File: src/rtl/tfl_pkg.sv
package tfl_pkg;

    localparam int REC_W = 32;
    localparam int TS_W  = 23;
    localparam int CYC_W = 24;
    localparam int NCOND = 3;

    typedef enum logic {
        FMODE_KEEP = 1'b0,
        FMODE_DROP = 1'b1
    } fmode_e;

    typedef struct packed {
        logic                     is_sum;
        logic                     ovr;
        logic [REC_W-TS_W-3:0]    pad;
        logic [TS_W-1:0]          ts;
    } sum_rec_t;

    typedef struct packed {
        logic                     is_sum;
        logic [REC_W-CYC_W-2:0]   pad;
        logic [CYC_W-1:0]         data;
    } cyc_rec_t;

    function automatic logic [REC_W-1:0] mk_sum(logic ovr, logic [TS_W-1:0] ts);
        sum_rec_t r;
        r.is_sum = 1'b1;
        r.ovr    = ovr;
        r.pad    = '0;
        r.ts     = ts;
        return r;
    endfunction

    function automatic logic [REC_W-1:0] mk_cyc(logic [CYC_W-1:0] data);
        cyc_rec_t r;
        r.is_sum = 1'b0;
        r.pad    = '0;
        r.data   = data;
        return r;
    endfunction

endpackage

File: src/rtl/tfl_filter_decide.sv
module tfl_filter_decide
    import tfl_pkg::*;
(
    input  logic [NCOND-1:0] cond_hit,
    input  logic [NCOND-1:0] cond_en,
    input  logic             flt_on,
    input  fmode_e           flt_mode,
    output logic             keep
);

    logic any_hit;

    always_comb begin
        any_hit = |(cond_hit & cond_en);
        if (!flt_on) begin
            keep = 1'b1;
        end else begin
            case (flt_mode)
                FMODE_KEEP: keep = any_hit;
                FMODE_DROP: keep = ~any_hit;
                default:    keep = 1'b1;
            endcase
        end
    end

endmodule

File: src/rtl/tfl_stamp.sv
module tfl_stamp
    import tfl_pkg::*;
#(
    parameter int GAP_LOG = 23
) (
    input  logic            clk,
    input  logic            rst,
    input  logic            take,
    output logic [TS_W-1:0] ts,
    output logic            ovr
);

    localparam int GW = GAP_LOG + 1;

    logic [TS_W-1:0] ts_cnt;
    logic [GW-1:0]   gap_cnt;

    always_ff @(posedge clk) begin
        if (rst) begin
            ts_cnt  <= '0;
            gap_cnt <= '0;
        end else begin
            ts_cnt <= ts_cnt + 1'b1;
            if (take)
                gap_cnt <= GW'(1);
            else if (!gap_cnt[GAP_LOG])
                gap_cnt <= gap_cnt + 1'b1;
        end
    end

    assign ts  = ts_cnt;
    assign ovr = gap_cnt[GAP_LOG];


    gap_restart_chk: assert property (@(posedge clk) disable iff (rst)
        take |=> !ovr);


    ts_step_chk: assert property (@(posedge clk) disable iff (rst)
        !$past(rst) |-> (ts == $past(ts) + 1'b1));

endmodule

File: src/rtl/tfl_stage.sv
module tfl_stage
    import tfl_pkg::*;
#(
    parameter int STG_AW = 3
) (
    input  logic             clk,
    input  logic             rst,
    input  logic             push,
    input  logic [REC_W-1:0] push_data,
    input  logic             close,
    input  logic             keep,
    input  logic [REC_W-1:0] sum_data,
    output logic             pop_valid,
    output logic [REC_W-1:0] pop_data
);

    localparam int DEPTH = 1 << STG_AW;

    logic [REC_W-1:0] buf_q [DEPTH];
    logic [STG_AW:0]  wr_ptr, cm_ptr, rd_ptr;
    logic [STG_AW:0]  occ;
    logic             wr_en;
    logic [REC_W-1:0] wr_data;

    assign wr_en   = push | (close & keep);
    assign wr_data = close ? sum_data : push_data;

    always_ff @(posedge clk) begin
        if (wr_en)
            buf_q[wr_ptr[STG_AW-1:0]] <= wr_data;
    end

    always_ff @(posedge clk) begin
        if (rst) begin
            wr_ptr <= '0;
            cm_ptr <= '0;
            rd_ptr <= '0;
        end else begin
            if (close) begin
                if (keep) begin
                    wr_ptr <= wr_ptr + 1'b1;
                    cm_ptr <= wr_ptr + 1'b1;
                end else begin
                    wr_ptr <= cm_ptr;
                end
            end else if (push) begin
                wr_ptr <= wr_ptr + 1'b1;
            end
            if (pop_valid)
                rd_ptr <= rd_ptr + 1'b1;
        end
    end

    assign pop_valid = (rd_ptr != cm_ptr);
    assign pop_data  = buf_q[rd_ptr[STG_AW-1:0]];
    assign occ       = wr_ptr - rd_ptr;


    drop_rewind_chk: assert property (@(posedge clk) disable iff (rst)
        (close && !keep) |=> (wr_ptr == cm_ptr));


    occ_bound_chk: assert property (@(posedge clk) disable iff (rst)
        occ <= (STG_AW+1)'(DEPTH));

endmodule

File: src/rtl/tfl_trig_pos.sv
module tfl_trig_pos #(
    parameter int MEM_AW = 6
) (
    input  logic              clk,
    input  logic              rst,
    input  logic              final_trig,
    input  logic              trig_arm,
    input  logic              sum_wr,
    input  logic [MEM_AW-1:0] wr_addr,
    output logic [MEM_AW-1:0] trig_pos,
    output logic              trig_vld
);

    logic pend;
    logic cap_done;
    logic hit_now;

    assign hit_now = sum_wr & (pend | final_trig) & ~cap_done;

    always_ff @(posedge clk) begin
        if (rst) begin
            pend     <= 1'b0;
            cap_done <= 1'b0;
            trig_pos <= '0;
        end else if (trig_arm) begin
            pend     <= 1'b0;
            cap_done <= 1'b0;
        end else if (hit_now) begin
            pend     <= 1'b0;
            cap_done <= 1'b1;
            trig_pos <= wr_addr;
        end else if (final_trig && !cap_done) begin
            pend <= 1'b1;
        end
    end

    assign trig_vld = cap_done;


    pos_hold_chk: assert property (@(posedge clk) disable iff (rst)
        (trig_vld && !trig_arm) |=> $stable(trig_pos) && trig_vld);


    pos_take_chk: assert property (@(posedge clk) disable iff (rst)
        (!trig_vld && !trig_arm && sum_wr && final_trig) |=> (trig_vld && trig_pos == $past(wr_addr)));

endmodule

File: src/rtl/tfl_logger.sv
module tfl_logger
    import tfl_pkg::*;
#(
    parameter int MEM_AW  = 6,
    parameter int STG_AW  = 3,
    parameter int GAP_LOG = 23
) (
    input  logic              clk,
    input  logic              rst,
    input  logic              cyc_valid,
    input  logic [23:0]       cyc_data,
    input  logic              txn_end,
    input  logic [2:0]        cond_hit,
    input  logic              flt_on,
    input  logic              flt_drop_mode,
    input  logic [2:0]        cond_en,
    input  logic              final_trig,
    input  logic              trig_arm,
    output logic              mem_we,
    output logic [MEM_AW-1:0] mem_addr,
    output logic [31:0]       mem_wdata,
    output logic [MEM_AW-1:0] trig_pos,
    output logic              trig_pos_vld
);

    logic             keep;
    logic             push;
    logic             take;
    logic [TS_W-1:0]  ts;
    logic             ovr;
    logic             pop_valid;
    logic [REC_W-1:0] pop_data;
    logic [MEM_AW-1:0] wptr;
    sum_rec_t         out_view;

    tfl_filter_decide u_decide (
        .cond_hit (cond_hit),
        .cond_en  (cond_en),
        .flt_on   (flt_on),
        .flt_mode (fmode_e'(flt_drop_mode)),
        .keep     (keep)
    );

    assign push = cyc_valid & ~txn_end;
    assign take = txn_end & keep;

    tfl_stamp #(.GAP_LOG(GAP_LOG)) u_stamp (
        .clk  (clk),
        .rst  (rst),
        .take (take),
        .ts   (ts),
        .ovr  (ovr)
    );

    tfl_stage #(.STG_AW(STG_AW)) u_stage (
        .clk       (clk),
        .rst       (rst),
        .push      (push),
        .push_data (mk_cyc(cyc_data)),
        .close     (txn_end),
        .keep      (keep),
        .sum_data  (mk_sum(ovr, ts)),
        .pop_valid (pop_valid),
        .pop_data  (pop_data)
    );

    always_ff @(posedge clk) begin
        if (rst) begin
            mem_we    <= 1'b0;
            mem_addr  <= '0;
            mem_wdata <= '0;
            wptr      <= '0;
        end else begin
            mem_we <= pop_valid;
            if (pop_valid) begin
                mem_wdata <= pop_data;
                mem_addr  <= wptr;
                wptr      <= wptr + 1'b1;
            end
        end
    end

    assign out_view = mem_wdata;

    tfl_trig_pos #(.MEM_AW(MEM_AW)) u_trig (
        .clk        (clk),
        .rst        (rst),
        .final_trig (final_trig),
        .trig_arm   (trig_arm),
        .sum_wr     (mem_we & out_view.is_sum),
        .wr_addr    (mem_addr),
        .trig_pos   (trig_pos),
        .trig_vld   (trig_pos_vld)
    );


    addr_step_chk: assert property (@(posedge clk) disable iff (rst)
        (mem_we && $past(mem_we)) |-> (mem_addr == $past(mem_addr) + 1'b1));


    no_orphan_write_chk: assert property (@(posedge clk) disable iff (rst)
        mem_we |-> $past(pop_valid));

endmodule

File: config.mk
export PLATFORM = sky130hd
export DESIGN_NAME = tfl_logger
export DESIGN_NICKNAME = d
export VERILOG_FILES = /design/src/rtl/tfl_pkg.sv /design/src/rtl/tfl_filter_decide.sv /design/src/rtl/tfl_stamp.sv /design/src/rtl/tfl_stage.sv /design/src/rtl/tfl_trig_pos.sv /design/src/rtl/tfl_logger.sv
export SDC_FILE = /design/constraint.sdc
export NUM_CORES = 1
export LEC_CHECK = 0
export CAP_MARGIN = 10
export CORE_ASPECT_RATIO = 0.6
export CORE_UTILIZATION = 50
export DETAILED_ROUTE_END_ITERATION = 7
export HOLD_SLACK_MARGIN = 0.06
export PLACE_DENSITY = 0.7
export RECOVER_POWER = 25
export SKIP_LAST_GASP = 1
export SLEW_MARGIN = 20
export SYNTH_ARGS = -nofsm -noshare
export SYNTH_HDL_FRONTEND = slang
export SYNTH_SLANG_ARGS = --single-unit
File: constraint.sdc
create_clock -name clk -period 10.8 [get_ports clk]
set_input_delay 3.24 -clock clk [delete_from_list [all_inputs] [get_ports clk]]
set_output_delay 3.24 -clock clk [all_outputs]
set_load 0.01 [all_outputs]
==> key figures, run 1 <==
Critical path
  • WP data arrival: 7070 ps
  • Critical Path Start Type: primary input
  • CP endpoint kind: flip-flop
  • Critical path class: in -> reg
  • CP required: 11060 ps
  • Crit path max fanout: 49

Clock network
  • Worst-path clk slew: 60 ps
  • CTS HTree Levels: 1
  • PostCTS Resize Cnt: 0
  • CTS Sinks: between 300 and 400
  • Hold_buf cts: 0
  • CTS tree: yes
  • CTS Buf Count: 29
  • Setup Buffers After CTS: 0
  • Clock Latency Late Sink: approximately 550 ps
  • CTS Buffer Depth: 3
  • CTS root buf: clkbuf_16

Detailed routing
  • Total Wirelength: 25000 um
  • # DRC: 0
  • Routed wire length per instance: 19.9 um
  • DR vias: 7172
  • First-pass DRT Iterations: 5
  • Antenna-violating nets left: 0
  • Starting DRC count in detailed routing: around 580
  • Via/cell ratio: 5.71

Floorplanning
  • Core ar.: 24600 um2
  • Full die area: 26100 um2
  • Io pins: 84
  • Initial Util: 0.517
  • Row count: 44
  • Die Y: 126 um
  • Die W: ~210 um

STA
  • Max Slew Vio Count: 141
  • Setup violators final: 0
  • Final hold vios: 0
  • Setup_tns: 0 ps
  • Tcrit/Tclk final: 0.631
  • Slew @ Worst Pin: about 2700 ps
  • Fmax: ~150 MHz
  • RSZ-0062 raised after global routing: no
  • Max_slew headroom: -0.822
  • Tmin final: between 6000 and 7000 ps
  • Clock Skew: 9.04 ps

Logic synthesis
  • Async SR Flop Fraction: 0
  • Yosys warnings: 0
  • Post-synthesis cell count: 843
  • Largest cells by area after synthesis: edfxtp_1 (49%), dfxtp_1 (17%), mux4_2 (9.2%)
  • Prevailing post-synth register cell: edfxtp_1
  • Synth top area share: 0.491
  • Synth Cell Area: about 13000 um2
  • Cell variety after synth: 52
  • Area leader, netlist: edfxtp_1
  • Syn_area_per_cell: 15.1 um2
  • Post-synth EDFFs: 208
  • Yosys reg bits: 314
  • Sequential area share after synthesis: 0.657

Cells and area
  • Finished Core Util: 0.594
  • Fillers: 1902
  • Fin nets: 958
  • Most common cell after layout, fill and taps aside: edfxtp_1
  • Commonest cells after routing, fill and taps aside: edfxtp_1 (208), dfxtp_1 (103), clkdlybuf4s50_1 (75)
  • Share of cells above drive strength 1: 0.155
  • Synth-to-layout area growth: 14.8%
  • Diodes inserted: 0

GRT
  • Vias in the first global route: 6872
  • Total GRT Usage: 0.196
  • Total gr overflow: 0
  • First-pass GRT wire length: 39800 um
  • Initial antenna violation count: 0
  • Largest net degree at the start of global routing: 66

Place
  • Number of port buffers: between 70 and 80
  • Gpl congestion: 0.762
  • Dpl hpwl: 15100 um

Power and ir drop
  • Peak VDD IR: 0.134 mV
  • Pwr dens: approximately 220 nW/um2
  • Leak pwr: 4.69 nW

Run
  • Max Cap Viol: 3

Run status
  • Status: finished, violations left
  • Failing checks: max-capacitance violations, max-slew violations

Min path
  • HP Class: reg -> reg
## logic make-up (layout without fill, tap and decap cells)
group | count (synthesis) | after routing | share of synthesized area
flops | 314 | 314 | 0.657
simple gates | 212 | 212 | 0.0867
mux | 111 | 111 | 0.141
compound gates | 103 | 103 | 0.0616
buf+inv | 63 | 150 | 0.0251
xor+xnor | 34 | 34 | 0.0234
fa+ha+maj | 5 | 5 | 0.00491
other cells | 1 | 6 | 0.000295
## critical path, cell delays in order
cell      delay, ps
buf_2            80
clkbuf_1       1930
inv_1           580
nor2_1          800
nor4_2          120
buf_4           300
## final timing paths
path                                                      from                             end  slack [ps]  cells after the start
worst min register to register        mem_addr[3]$_SDFFE_PP0P_        mem_addr[3]$_SDFFE_PP0P_         470                      2
worst max-delay path                                   txn_end  u_stage.buf_q[4][21]$_DFFE_PP_        3990                      6
worst max register to register  u_stage.rd_ptr[2]$_SDFFE_PP0P_            wptr[4]$_SDFFE_PP0P_        7890                      4
worst min-delay path                  mem_addr[3]$_SDFFE_PP0P_        mem_addr[3]$_SDFFE_PP0P_         470                      2
## sequential cells by signal (all words and copies together), names as in the netlist, 4 cells and up
signal,count
u_stage.buf_q,208
mem_wdata,26
u_stamp.ts,23
u_stage.rd_ptr,4
wptr,6
u_stage.wr_ptr,4
mem_addr,6
u_stamp.gap_cnt,24
u_stage.cm_ptr,4
u_trig.trig_pos,6
## per-layer routing
| metal | vias up | global-route usage | wire [um] |
|---|---|---|---|
| met5 | - | 0 | 0 |
| met4 | 0 | 0.0322 | 316 |
| met3 | 28 | 0.0404 | 1580 |
| met2 | 200 | 0.271 | 10300 |
| met1 | 3554 | 0.320 | 12800 |
| li1 | 3390 | - | - |
## layout make-up
cell class / count / area, um2 / area share
flip-flops and latches: 314 / 8370 / 0.573
multi-input cells: 471 / 4020 / 0.275
repair buffers: 90 / 850 / 0.0581
clock buffers: 32 / 737 / 0.0504
well taps: 322 / 403 / 0.0276
clock inverters: 19 / 200 / 0.0137
inverters: 9 / 33.8 / 0.00231
## synthesized netlist by cell type (all sizes together), types with 2 or more instances
library cell	n
nor4	6
inv	9
or4	13
nand3	19
nand4	19
and3	4
o21ai	15
and2	6
a21oi	39
xor2	20
ha	5
nor3	7
mux4	52
buf	38
nand4b	2
mux2	25
o31ai	12
nand2	33
nor4b	2
edfxtp	208
mux2i	34
and4	6
nor2	69
nand2b	2
dfxtp	106
nor3b	2
clkbuf	16
xnor2	14
a211oi	28
nor2b	7
or3	12
a311oi	2
## per-stage QoR
| stage | std cells | hold WS, ps | total power [mW] | cell area (um2) | setup slack [ps] |
|---|---|---|---|---|---|
| 2_1_floorplan | 848 | 438 | 2.02 | 12800 | 3230 |
| 3_3_place_gp | 1206 | 457 | 2.22 | 13800 | 4390 |
| 3_5_place_dp | 1206 | 461 | 2.24 | 13800 | 4320 |
| 4_1_cts | 1257 | 476 | 3.25 | 14700 | 4910 |
| 5_1_grt | 1257 | 497 | 3.33 | 14600 | 3690 |
| 6_report | 1257 | 470 | 3.18 | 14600 | 3990 |
## where the power goes
| part | internal, mW | switching, mW | total (mW) |
|---|---|---|---|
| Sequential | 1.38 | 0.0683 | 1.45 |
| Clock | 0.585 | 0.429 | 1.01 |
| Combinational | 0.351 | 0.364 | 0.716 |
| Total | 2.32 | 0.862 | 3.18 |
No activity file was read; power rests on OpenSTA's default activity.
==> inputs of run 2 (changes only) <==
==> constraint.sdc (replaced) <==
create_clock -name clk -period 6.7 [get_ports clk]
set_input_delay 2.01 -clock clk [delete_from_list [all_inputs] [get_ports clk]]
set_output_delay 2.01 -clock clk [all_outputs]
set_load 0.01 [all_outputs]
==> run 2 against run 1 <==
Net effect: the run still ends with max-capacitance violations, max-slew violations left; non-clock buffer count grew 4; cell area rose by 0.32%; routed wire length up 0.90%; critical path type is now reg -> reg; highest routed layer unchanged.
==> key figures, run 2 (synthesized netlist as in run 1, its figures left out) <==
Place
  • Dpl hpwl: 15500 um
  • Gpl congestion: 0.775
  • Number of port buffers: 77

Detailed routing
  • First-pass DRT Iterations: 4
  • DR vias: 7219
  • Starting DRC count in detailed routing: 584
  • Total Wirelength: 25200 um
  • # DRC: 0
  • Via/cell ratio: between 5 and 6
  • Antenna-violating nets left: 0
  • Routed wire length per instance: ~20 um

Clock network
  • Setup Buffers After CTS: 0
  • CTS HTree Levels: 1
  • CTS root buf: clkbuf_16
  • PostCTS Resize Cnt: 0
  • Worst-path clk slew: 70 ps
  • CTS Buf Count: 28
  • CTS Sinks: 314
  • Clock Latency Late Sink: ~550 ps
  • CTS tree: yes
  • CTS Buffer Depth: 3
  • Hold_buf cts: 0

Power and ir drop
  • Pwr dens: 350 nW/um2
  • P_sw: 1.41 mW
  • Leak pwr: 4.71 nW
  • Combinational group share of total power: 0.229
  • Pint: 3.72 mW
  • Peak VDD IR: 0.202 mV
  • Reg power frac: 0.454
  • Sw Ratio: 0.275
  • Clock share of power: 0.317
  • Overall Power: 5.14 mW

Floorplanning
  • Die Y: roughly 130 um
  • Initial Util: 0.517
  • Row count: 44
  • Die W: 208 um
  • Core ar.: 24600 um2
  • Io pins: 84
  • Full die area: 26100 um2

GRT
  • Total GRT Usage: 0.198
  • Vias in the first global route: between 7000 and 8000
  • Initial antenna violation count: 0
  • Largest net degree at the start of global routing: 66
  • Total gr overflow: 0
  • First-pass GRT wire length: 40000 um

Critical path
  • FF-to-FF path depth: 4
  • Reg-to-reg endpoint: mem_wdata[30]$_SDFFE_PP0P_
  • R2R Path Start: u_stage.rd_ptr[0]$_SDFFE_PP0P_
  • CP required: 7090 ps
  • Critical Path Start Type: flip-flop
  • Crit path max fanout: 30
  • CP endpoint kind: flip-flop
  • Reg2Reg Setup Slack: 2070 ps
  • Critical path class: reg -> reg
  • WP data arrival: 5020 ps

Cells and area
  • Commonest cells after routing, fill and taps aside: edfxtp_1 (208), dfxtp_1 (104), clkdlybuf4s50_1 (75)
  • Most common cell after layout, fill and taps aside: edfxtp_1
  • Max reg flops: 208
  • Fillers: 1915
  • Multi-input logic area: about 4000 um2
  • Register area: 8370 um2
  • Fin nets: 961
  • Diodes inserted: 0
  • Share of cells above drive strength 1: 0.166
  • Synth-to-layout area growth: 15.2%

Min path
  • HP Class: reg -> reg
  • Hold Path Stages: 2
  • Hold Path End: mem_addr[2]$_SDFFE_PP0P_
  • Hold path start: mem_addr[2]$_SDFFE_PP0P_

STA
  • Tcrit/Tclk final: 0.691
  • Max Slew Vio Count: 94
  • Slew @ Worst Pin: 2540 ps
  • Setup_tns: 0 ps
  • Tmin final: 4630 ps
  • Final hold vios: 0
  • Fmax: approximately 220 MHz
  • Max_slew headroom: -0.691
  • RSZ-0062 raised after global routing: no
  • Clock Skew: 17.5 ps
  • Setup violators final: 0

Run status
  • Failing checks: max-capacitance violations, max-slew violations
  • Status: finished, violations left

Run
  • Max Cap Viol: 3
run 2: cell count changes in the layout (fill, tap and decap cells not counted), moves of 2 or more:
cell,previous run,this run
mux2_1,10,8
a211oi_1,19,14
buf_4,11,15
clkbuf_1,6,8
inv_6,1,4
clkinv_1,6,4
mux2_2,15,17
a211oi_2,9,14
run 2: layout make-up:
type	instances	share of cell area
timing repair buffer	94	0.0599
sequential	314	0.571
inverter	9	0.00230
clock buffer	33	0.0505
clock inverter	19	0.0131
multi-input combinational	471	0.276
tap	322	0.0275
run 2: worst max path at each step:
stage | startpoint | end | slack (ps) | depth (start not counted)
floorplan | cond_hit[0] | u_stage.buf_q[3][0]$_DFFE_PP_ | 360 | 5
global placement | cond_hit[0] | u_stage.buf_q[2][0]$_DFFE_PP_ | 1810 | 7
detailed placement | cond_hit[0] | u_stage.buf_q[2][10]$_DFFE_PP_ | 1830 | 7
CTS | cond_hit[0] | u_stage.buf_q[2][12]$_DFFE_PP_ | 2390 | 7
global route | u_stage.rd_ptr[0]$_SDFFE_PP0P_ | mem_wdata[5]$_SDFFE_PP0P_ | 1470 | 4
finish | u_stage.rd_ptr[0]$_SDFFE_PP0P_ | mem_wdata[30]$_SDFFE_PP0P_ | 2070 | 4
run 2: power groups by stage:
stage	Sequential [mW]	Clock (mW)	Combinational, mW
floorplan	2.35	0	0.906
finish	2.33	1.63	1.18
global route	2.35	1.75	1.28
global placement	2.37	0	1.21
CTS	2.34	1.67	1.24
detailed placement	2.38	0	1.22
run 2: through the flow:
step	cells	area, um2	hold slack (ps)	setup slack (ps)	util
global route	1262	14700	508	1470	0.596
CTS	1262	14700	477	2390	0.599
finish	1262	14700	474	2070	0.596
detailed placement	1210	13800	460	1830	0.561
global placement	1210	13800	453	1810	0.561
floorplan	848	12800	438	364	-
run 2: worst max-delay path, cell delays in order (launching register included):
cell,delay [ps]
dfxtp_1,1440
clkbuf_1,1900
mux4_2,720
mux2i_1,280
a211oi_2,110
run 2: per-layer routing:
layer / part of all wire / GRT usage / vias to the layer above
met5: 0 / 0 / -
met4: 0.015 / 0.0383 / 0
met3: 0.052 / 0.0322 / 28
met2: 0.42 / 0.282 / 195
met1: 0.51 / 0.320 / 3596
li1: - / - / 3400
==> inputs of run 3 (changes only) <==
--- a/config.mk
+++ b/config.mk
@@ -10,7 +10,7 @@
 export CORE_UTILIZATION = 50
 export DETAILED_ROUTE_END_ITERATION = 7
 export HOLD_SLACK_MARGIN = 0.06
-export PLACE_DENSITY = 0.7
+export PLACE_DENSITY = 0.73
 export RECOVER_POWER = 25
 export SKIP_LAST_GASP = 1
 export SLEW_MARGIN = 20
==> constraint.sdc (replaced) <==
create_clock -name clk -period 3.8 [get_ports clk]
set_input_delay 1.14 -clock clk [delete_from_list [all_inputs] [get_ports clk]]
set_output_delay 1.14 -clock clk [all_outputs]
set_load 0.01 [all_outputs]
==> run 3 against run 2 <==
Net effect: the flow now finishes without violations; die area is the same; sequential share of layout area shrank 1.2 points; routed wire length grew 2.3%; sequential power grew 76%; register-to-register slack worse by 630 ps; global-route usage grew 0.64 points; total power grew 82%; combinational power increased by 86%.
==> key figures, run 3 (synthesized netlist as in run 1, its figures left out) <==
Run status
  • Status: complete, no violations

STA
  • Setup violators final: 0
  • Clock Skew: 11.4 ps
  • RSZ-0062 raised after global routing: no
  • Final hold vios: 0
  • Tcrit/Tclk final: 0.874
  • Fmax: about 300 MHz
  • Slew @ Worst Pin: 1440 ps
  • Setup_tns: 0 ps
  • Max Slew Vio Count: 0
  • Max_slew headroom: 0.0406
  • Tmin final: 3320 ps

Critical path
  • Reg2Reg Setup Slack: 1440 ps
  • R2R Path Start: u_stamp.ts[7]$_SDFF_PP0_
  • FF-to-FF path depth: 4
  • Worst-path cell chain: clkdlybuf4s50_1, a222oi_1, mux2i_1, nor2_1, buf_4, nor3_4, buf_12
  • Worst Setup EP: u_stage.buf_q[7][10]$_DFFE_PP_
  • Buf/Inv on CP: 3
  • CP peak stage delay: approximately 870 ps
  • Crit path from: cond_hit[0]
  • Worst path slowest cell: nor2_1
  • WP data arrival: ~3600 ps
  • CP required: 4080 ps
  • Reg-to-reg endpoint: u_stamp.ts[22]$_SDFF_PP0_
  • Critical path depth: 7
  • CP endpoint kind: flip-flop
  • Crit path max fanout: 26
  • Critical Path Start Type: primary input
  • Critical path class: in -> reg
  • Top Family by Delay on Critical Path: simple AND/OR/NAND/NOR gates

Place
  • Gpl congestion: around 0.74
  • Inst Count DP: around 1200
  • Number of port buffers: a little under 80
  • Dpl hpwl: 16100 um

Power and ir drop
  • Leak pwr: 4.84 nW
  • Combinational group share of total power: 0.234
  • Pint: about 6.8 mW
  • P_sw: 2.56 mW
  • Overall Power: 9.35 mW
  • Clock share of power: 0.329
  • Pwr dens: 624 nW/um2
  • Reg power frac: 0.437
  • Sw Ratio: 0.273
  • Peak VDD IR: 0.376 mV

GRT
  • Total GRT Usage: 0.205
  • Largest net degree at the start of global routing: 66
  • Total gr overflow: 0
  • First-pass GRT wire length: 41700 um
  • Vias in the first global route: 7261
  • Initial antenna violation count: 1

Cells and area
  • Multi-input logic area: between 4000 and 5000 um2
  • Finished Core Util: 0.609
  • Diodes inserted: 0
  • Fin nets: 972
  • Non-filler cells, final: 1273
  • Fillers: 1853
  • Most common cell after layout, fill and taps aside: edfxtp_1
  • Register area: approximately 8400 um2
  • Share of cells above drive strength 1: 0.187
  • Commonest cells after routing, fill and taps aside: edfxtp_1 (208), dfxtp_1 (103), clkdlybuf4s50_1 (75)
  • Synth-to-layout area growth: 17.8%
  • Max reg flops: 208

Clock network
  • CTS HTree Levels: 1
  • Worst-path clk slew: 60 ps
  • Setup Buffers After CTS: 0
  • PostCTS Resize Cnt: 0
  • CTS tree: yes
  • CTS Buf Count: 29
  • CTS Buffer Depth: 3
  • Hold_buf cts: 0
  • CTS root buf: clkbuf_16
  • Clock Latency Late Sink: about 540 ps
  • CTS Sinks: roughly 310

Floorplanning
  • Die W: 208 um
  • Core ar.: 24600 um2
  • Io pins: 84
  • Row count: 44
  • Die Y: 126 um
  • Initial Util: 0.517
  • Full die area: roughly 26000 um2

Detailed routing
  • # DRC: 0
  • Total Wirelength: 25800 um
  • First-pass DRT Iterations: 5
  • Antenna-violating nets left: 0
  • Routed wire length per instance: 20.3 um
  • Starting DRC count in detailed routing: around 700
  • DR vias: 7277
  • Via/cell ratio: ~5.7

Min path
  • HP Class: reg -> reg

Run
  • Max Cap Viol: 0
[run 3: cell types whose count changed in the layout (fill, tap and decap cells not counted), sizes merged]
cell,change
buf,+10
inv,-2
clkinvlp,-1
clkinv,+1
clkbuf,+1
bufinv,+2
[run 3: worst min-delay path by stage]
stage | startpoint | endpoint | depth (start not counted)
after floorplan | u_stamp.ts[0]$_SDFF_PP0_ | u_stamp.ts[0]$_SDFF_PP0_ | 1
after global placement | mem_addr[5]$_SDFFE_PP0P_ | mem_addr[5]$_SDFFE_PP0P_ | 2
after detailed placement | mem_addr[5]$_SDFFE_PP0P_ | mem_addr[5]$_SDFFE_PP0P_ | 2
after CTS | mem_addr[2]$_SDFFE_PP0P_ | mem_addr[2]$_SDFFE_PP0P_ | 2
after global routing | wptr[5]$_SDFFE_PP0P_ | mem_addr[5]$_SDFFE_PP0P_ | 2
final | wptr[5]$_SDFFE_PP0P_ | mem_addr[5]$_SDFFE_PP0P_ | 2
[run 3: per-stage QoR]
step	setup slack (ps)	cell area, um2	hold slack, ps
6_report	480	15000	475
5_1_grt	375	15000	503
4_1_cts	476	15000	478
3_5_place_dp	-90.6	14000	468
3_3_place_gp	-68.2	14000	458
2_1_floorplan	-412	12800	438
[run 3: worst min-delay path: stages, from the launching register on]
cell and delay (ps):
dfxtp_1 320, nand2_1 60, a21oi_1 50
[run 3: final cells by class]
cell class                      instances  area share
Inverter                                9     0.00225
Sequential cell                       314       0.558
Multi-Input combinational cell        471       0.278
Clock inverter                         19      0.0159
Clock buffer                           34      0.0517
Timing Repair Buffer                  104      0.0670
Tap cell                              322      0.0269
[run 3: layer usage]
metal  vias up  track usage  routed length [um]
met3        30       0.0352                1200
met5         -            0                   0
met1      3661        0.326               13100
met2       161        0.296               11200
met4         0       0.0370                 353
li1       3425            -                   -
[run 3: power by group through the flow]
stage / sequential (mW) / combinational, mW / clock [mW]
after detailed placement: 4.17 / 2.23 / 0
after global placement: 4.16 / 2.20 / 0
after CTS: 4.09 / 2.24 / 3.13
after global routing: 4.13 / 2.38 / 3.29
final: 4.09 / 2.19 / 3.07
after floorplan: 4.15 / 1.60 / 0
